### src/rtl/acc16_core.sv
module acc16_core #(
  parameter int DW = 16,
  parameter int PW = 15
) (
  input  logic          clk,
  input  logic          rst,
  input  logic [DW-1:0] instr_word,
  input  logic [DW-1:0] rd_data,
  output logic [DW-1:0] wr_data,
  output logic          wr_en,
  output logic [PW-1:0] mem_addr,
  output logic [PW-1:0] fetch_addr
);
  localparam int CMP_BIT = DW - 1;
  localparam int SEL_BIT = 12;

  logic [DW-1:0] a_q, d_q;
  logic [PW-1:0] pc_q;

  logic          is_cmp, sel_mem;
  logic [5:0]    op;
  logic [2:0]    dst, jc;
  logic [DW-1:0] xin, yin, xz, yz, xv, yv, sum, res;
  logic          neg, zer, pos, take;

  assign is_cmp  = instr_word[CMP_BIT];
  assign sel_mem = instr_word[SEL_BIT];
  assign op      = instr_word[11:6];
  assign dst     = instr_word[5:3];
  assign jc      = instr_word[2:0];

  assign xin = d_q;
  assign yin = sel_mem ? rd_data : a_q;

  assign xz  = op[5] ? '0 : xin;
  assign xv  = op[4] ? ~xz : xz;
  assign yz  = op[3] ? '0 : yin;
  assign yv  = op[2] ? ~yz : yz;
  assign sum = op[1] ? (xv + yv) : (xv & yv);
  assign res = op[0] ? ~sum : sum;

  assign neg  = res[DW-1];
  assign zer  = (res == '0);
  assign pos  = !neg && !zer;
  assign take = is_cmp && ((jc[2] && neg) || (jc[1] && zer) || (jc[0] && pos));

  assign wr_data    = res;
  assign wr_en      = is_cmp && dst[0];
  assign mem_addr   = a_q[PW-1:0];
  assign fetch_addr = pc_q;

  always_ff @(posedge clk) begin
    if (rst) begin
      a_q  <= '0;
      d_q  <= '0;
      pc_q <= '0;
    end else begin
      if (!is_cmp)
        a_q <= {{(DW-PW){1'b0}}, instr_word[PW-1:0]};
      else if (dst[2])
        a_q <= res;
      if (is_cmp && dst[1])
        d_q <= res;
      pc_q <= take ? a_q[PW-1:0] : pc_q + {{(PW-1){1'b0}}, 1'b1};
    end
  end
endmodule

### config.mk
export PLATFORM = sky130hd
export DESIGN_NAME = acc16_core
export DESIGN_NICKNAME = d
export VERILOG_FILES = /design/src/rtl/acc16_core.sv
export SDC_FILE = /design/constraint.sdc
export NUM_CORES = 1
export LEC_CHECK = 0
export ABC_AREA = 1
export BUFFER_PORTS_ARGS = -buffer_cell sky130_fd_sc_hd__buf_2
export CORE_MARGIN = 2
export CORE_UTILIZATION = 60
export DETAILED_ROUTE_END_ITERATION = 6
export GPL_ROUTABILITY_DRIVEN = 0
export PLACE_DENSITY = 0.84
export SLEW_MARGIN = 20
export SYNTH_ARGS = -nofsm -noshare
export SYNTH_HDL_FRONTEND = slang
export SYNTH_SLANG_ARGS = --single-unit
### constraint.sdc
create_clock -name clk -period 8.55 [get_ports clk]
set_input_delay 0.4275 -clock clk [delete_from_list [all_inputs] [get_ports clk]]
set_output_delay 0.4275 -clock clk [all_outputs]
set_load 0.03 [all_outputs]
### Word-level counts from Yosys, hierarchy flattened

Cells that the tools add are included.

| storage, ports and cells | value |
|---|---|
| register bits | 47 |
| input bits | 34 |
| output and inout bits | 47 |
| logic and storage cells | 35 |

| operators by class | value |
|---|---|
| eq/ne operators | 1 |
| reduce and logical (&&, ||, !) cells | 13 |
| $add $sub $neg | 2 |
| muxes and demuxes | 10 |
| bitwise gates (word level) | 5 |

Operators by type and width:

| operator | count |
|---|---|
| 16-bit 2-to-1 mux | 7 |
| 16-bit NOT | 3 |
| 15-bit 2-to-1 mux | 3 |
| 16-bit adder | 1 |
| 16-bit AND | 1 |
| 16-bit zero test | 1 |
| 15-bit by 1-bit adder with 15-bit output (second input constant) | 1 |
| 1-bit logical AND | 7 |
| 1-bit zero test | 2 |
| 1-bit logical OR | 2 |
| 2-bit != test (second input constant) | 1 |
| 2-bit OR reduction | 1 |
| 1-bit NOT | 1 |

### Longest topological paths before layout

| logic depth | value |
|---|---|
| word-level depth | 15 |
| depth in mapped cells | 27 |
| depth with buffers taken out | 25 |

### Least setup slack after synthesis

Ideal clock, no wire load.

| timing path | value |
|---|---|
| path type | input to register |
| from | input port instr_word[9] |
| to | register pc_q[2], in the netlist fetch_addr[2] |
| stages on the path | 22 |
| slack | 5.078 ns |
| buffers on the path | 3 |
| data required time | 8.437 ns |
| arrival time | 3.359 ns |
| library setup time | 0.113 ns |
| cells stage by stage | clkbuf_1 -> clkbuf_1 -> a21oi_1 -> o21ai_0 -> xor2_1 -> ha_1 -> fa_1 -> o21ai_1 -> nand2_1 -> nand2_1 -> nand2_1 -> nor2_1 -> nand3_1 -> nor2_1 -> nand2_1 -> nor2_2 -> nand3_1 -> nand2_1 -> nand3_2 -> buf_6 -> a21oi_2 -> nor2_1 |

| on the way | value |
|---|---|
| cells in the longest elaborated chain, start to end | 14 |
| elaborated cells between the ends (all ways) | 19 |
| those cells by class | add/sub (1); mux (5); bitwise (3); reduce/logical (10) |

RTL lines:

| element | RTL line | source |
|---|---|---|
| start, declared | 7 | `input logic [DW-1:0] instr_word,` |
| 16-bit 2-to-1 mux * | 37 | `assign yz = op[3] ? '0 : yin;` |
| 16-bit NOT | 38 | `assign yv = op[2] ? ~yz : yz;` |
| 16-bit 2-to-1 mux * | 38 |  |
| 16-bit adder / 16-bit AND (equally long branches) | 39 | `assign sum = op[1] ? (xv + yv) : (xv & yv);` |
| 16-bit 2-to-1 mux * | 39 |  |
| 16-bit NOT | 40 | `assign res = op[0] ? ~sum : sum;` |
| 16-bit 2-to-1 mux * | 40 |  |
| named net wr_data[2] | 9 | `output logic [DW-1:0] wr_data,` |
| 16-bit zero test * | 43 | `assign zer = (res == '0);` |
| 1-bit zero test | 44 | `assign pos = !neg && !zer;` |
| 1-bit logical AND | 44 |  |
| 1-bit logical AND | 45 | `assign take = is_cmp && ((jc[2] && neg) \|\| (jc[1] && zer) \|\| (jc[0] && pos));` |
| 1-bit logical OR * | 45 |  |
| 1-bit logical AND * | 45 |  |
| 15-bit 2-to-1 mux * | 64 | `pc_q <= take ? a_q[PW-1:0] : pc_q + {{(PW-1){1'b0}}, 1'b1};` |
| end signal, assigned | 64 |  |
| end, declared | 18 | `logic [PW-1:0] pc_q;` |

Mark *: on every way through the listed nets, which the timed path passes. The rest lies on a longest branch.
A chain may end at the register's enable or synchronous reset.

### Worst setup path in the final report

| timing path | value |
|---|---|
| from | input port instr_word[12] |
| to | register pc_q[6], in the netlist fetch_addr[6] |

| on the way | value |
|---|---|
| cells in the longest elaborated chain, start to end | 15 |
| elaborated cells between the ends (all ways) | 20 |
| those cells by class | add/sub (1); mux (6); bitwise (3); reduce/logical (10) |

RTL lines:

| element | RTL line | source |
|---|---|---|
| 16-bit 2-to-1 mux * | 33 | `assign yin = sel_mem ? rd_data : a_q;` |
| 16-bit 2-to-1 mux * | 37 |  |
| 16-bit NOT | 38 |  |
| 16-bit 2-to-1 mux * | 38 |  |
| 16-bit adder / 16-bit AND (equally long branches) | 39 |  |
| 16-bit 2-to-1 mux * | 39 |  |
| 16-bit NOT | 40 |  |
| 16-bit 2-to-1 mux * | 40 |  |
| 16-bit zero test | 43 |  |
| 1-bit zero test | 44 |  |
| 1-bit logical AND | 44 |  |
| 1-bit logical AND | 45 |  |
| 1-bit logical OR * | 45 |  |
| 1-bit logical AND * | 45 |  |
| 15-bit 2-to-1 mux * | 64 |  |

Mark *: on every way between the ends. The rest lies on a longest branch, timed or not.

==> results.cfg <==
[placement]
dp_hpwl_um = 9901
dpl_worst_slack_ps = 3993
io_buffer_count = 80
placed_cell_area_um2 = 4898
dp_cells = 899

[timing]
final.setup.worst_slack_ps = 4261
tns_ps = 0
period_share = 0.5016
final.min_clock_period_ps = 4289
fin_worst_skew_ps = 16.18
worst_slew_pin_slew_ps = 1079
rsz0062_at_grt = false
finalSetupViolCount = 0
slew_headroom = 0.2783
fmax_mhz = 233.2
drv_slew = 0
hold_viol = 0

[power]
p_sw_mw = 0.4134
peakVddDrop_mv = 0.09376
finalPower_mw = 0.8815
power_density_nw_per_um2 = 175.9
p_int_mw = 0.4681
power.share.combinational = 0.518
swShare = 0.4690
p_leak_nw = 2.710
power.clock.fraction = 0.193
p_seq_frac = 0.289

[clock_network]
cts-root-buf = clkbuf_8
postCtsResizedCells = 0
clkLatencyLatePin_ps = 310
cts_buffers = 5
cts_tree = done
htreeDepth = 2
cts_sinks = 47
clockBufferDepth = 2
clkSlewWorstSetupHoldPaths_ps = 110
cts-hold-fix-buffers = 0
post-cts-setup-buffers = 0

[synth]
syn_nets = 815
yosys_most_used_dff = dfxtp_1
synth-async-reset-ratio = 0
synth_most_common_cell = nand2_1
synthTopCellsByArea = dfxtp_1 20%, nand2_1 18%, inv_1 10%
yosys_warnings = 0
ys_types = 33
ys_top_cells_by_count = 218 x nand2_1, 124 x inv_1, 64 x nand3_1
synth_top_area_cell = dfxtp_1
synth.cell_area_um2 = 4664
synth.avg_cell_area_um2 = 6.113
synth_top_area_frac = 0.2017
ys_ff_latch = 47
synth_edf_count = 0
synth.yosys.seq_area_share = 0.2017
postSynthCellCount = 763

[layout]
ff_latch_area_um2 = 940.9
multi_input_area_um2 = 2938
layout.cells.non_filler = 907
design_area_um2 = 5011
n_antenna_cell = 0
area_growth_pct = 7.430
nets = 856
n_fill_cell = 719
layout-drive-gt1-share = 0.1776

[routing]
drtIter0Drc = 352
dr_total_vias = 4865
firstDrtPassIters = 5
avgViaCountPerCell = 5.364
drc = 0
final_antenna_net_count = 0
totalWireLength_um = 12830
avgRoutedWirePerCell_um = 14.15

[floorplanning]
start_util = 0.6099
dieHeight_um = 92.17
io_pins = 81
die-area_um2 = 8495
die_w_um = 92.17
design.core.area_um2 = 7647
rows = 32

[worst_setup_path]
crit_start = instr_word[12]
critPathMostFrequentCell = nand2_1
cp_top_family = simple AND/OR/NAND/NOR gates
cp.arrival_ps = 4500
path_cells = buf_2 -> inv_1 -> o21ai_0 -> xor2_1 -> ha_1 -> fa_1 -> nand2_1 -> nand2_1 -> xor2_1 -> nand2_1 -> nor2_1 -> nand3_1 -> nor2_1 -> nand2_1 -> nor2_2 -> nand3_1 -> nand2_1 -> nand3_2 -> a21oi_1 -> nor2_1
r2r-start = a_q[0]
end_kind = flop
critical_path_class = in2reg
crit_required_ps = 8760
slowest_delay_ps = 600
cp_num_buf_inv = 2
crit_fanout = 32
cp_slowest_cell = nand3_2
startpoint_type = input pin

[hold_path]
hp-class = in2reg
hp-start = instr_word[13]

[grt]
first_global_vias = 4546
grt_max_degree = 36
antenna_found_initial = 0
grt-ovfl-total = 0
gr-usage-all-layers = 0.3069
grt_pass1_wl_um = 21200

[run]
cap_violations = 0

[run_status]
status = finished, final reports clean
worst reg2reg max path: stages (launching register included):
cell and delay [ps]:
dfxtp_1 360, inv_1 90, a21oi_1 120, o21ai_0 120, xor2_1 190, ha_1 260, fa_1 490, nand2_1 50
nand2_1 100, xor2_1 250, nand2_1 100, nor2_1 120, nand3_1 80, nor2_1 160, nand2_1 80, nor2_2 140
nand3_1 80, nand2_1 70, nand3_2 600, a21oi_1 380, nor2_1 70
power by group through the flow:
stage                     logic (mW)  registers (mW)  clock network [mW]
after floorplan                0.343           0.273                   0
after global placement         0.437           0.258                   0
after detailed placement       0.449           0.259                   0
after CTS                      0.451           0.254               0.171
after global routing           0.508           0.257               0.179
final                          0.457           0.254               0.170
stage by stage:
stage	hold slack (ps)	utilization
floorplan	467.8	-
global placement	480.1	0.6405
detailed placement	480.7	0.6405
CTS	387.7	0.6553
global route	395.8	0.6553
finish	389.5	0.6553
cell families after synthesis:
| kind of cell | Yosys count | synth area share |
|---|---|---|
| fa+ha+maj | 18 | 0.04989 |
| flops | 47 | 0.2017 |
| compound gates | 95 | 0.1202 |
| buf+inv | 177 | 0.1685 |
| simple gates | 377 | 0.3678 |
| xor+xnor | 49 | 0.09201 |
cell usage in the layout, fill, tap and decap left out, drive strengths merged:
cell / n
nor3: 4
clkinv: 4
clkbuf: 5
or2: 3
xor2: 48
o211ai: 14
xnor2: 1
a21oi: 41
inv: 129
buf: 80
nand2: 235
nor2: 42
ha: 17
a31oi: 14
o21ai: 25
nand4: 5
bufinv: 1
nor3b: 2
fa: 1
and2: 2
dfxtp: 47
a211oi: 1
nand3: 84
registers in the layout (all words and copies together), names as in the netlist:
| name | cells |
|---|---|
| a_q | 16 |
| d_q | 16 |
| fetch_addr | 15 |
metal layers:
| layer | vias up | track usage | part of all wire |
|---|---|---|---|
| li1 | 2451 | - | - |
| met1 | 2192 | 0.4016 | 0.43 |
| met4 | 0 | 0.09453 | 0.023 |
| met2 | 199 | 0.5257 | 0.47 |
| met3 | 23 | 0.03944 | 0.070 |
| met5 | - | 0 | 0 |
final timing paths:
check,cells past startpoint,endpoint,slack (ps)
hold reg to reg,2,d_q[12],510
setup reg to reg,20,fetch_addr[6],4570
hold / removal,3,a_q[13],390
setup / recovery,20,fetch_addr[6],4260
cell type report:
cell class | instances | area share
tap | 102 | 0.02547
multi-input combinational | 539 | 0.5863
timing repair buffer | 80 | 0.07990
clock buffer | 5 | 0.01373
inverter | 131 | 0.09813
clock inverter | 3 | 0.008739
sequential | 47 | 0.1878
(Power assumes the default switching activity.)
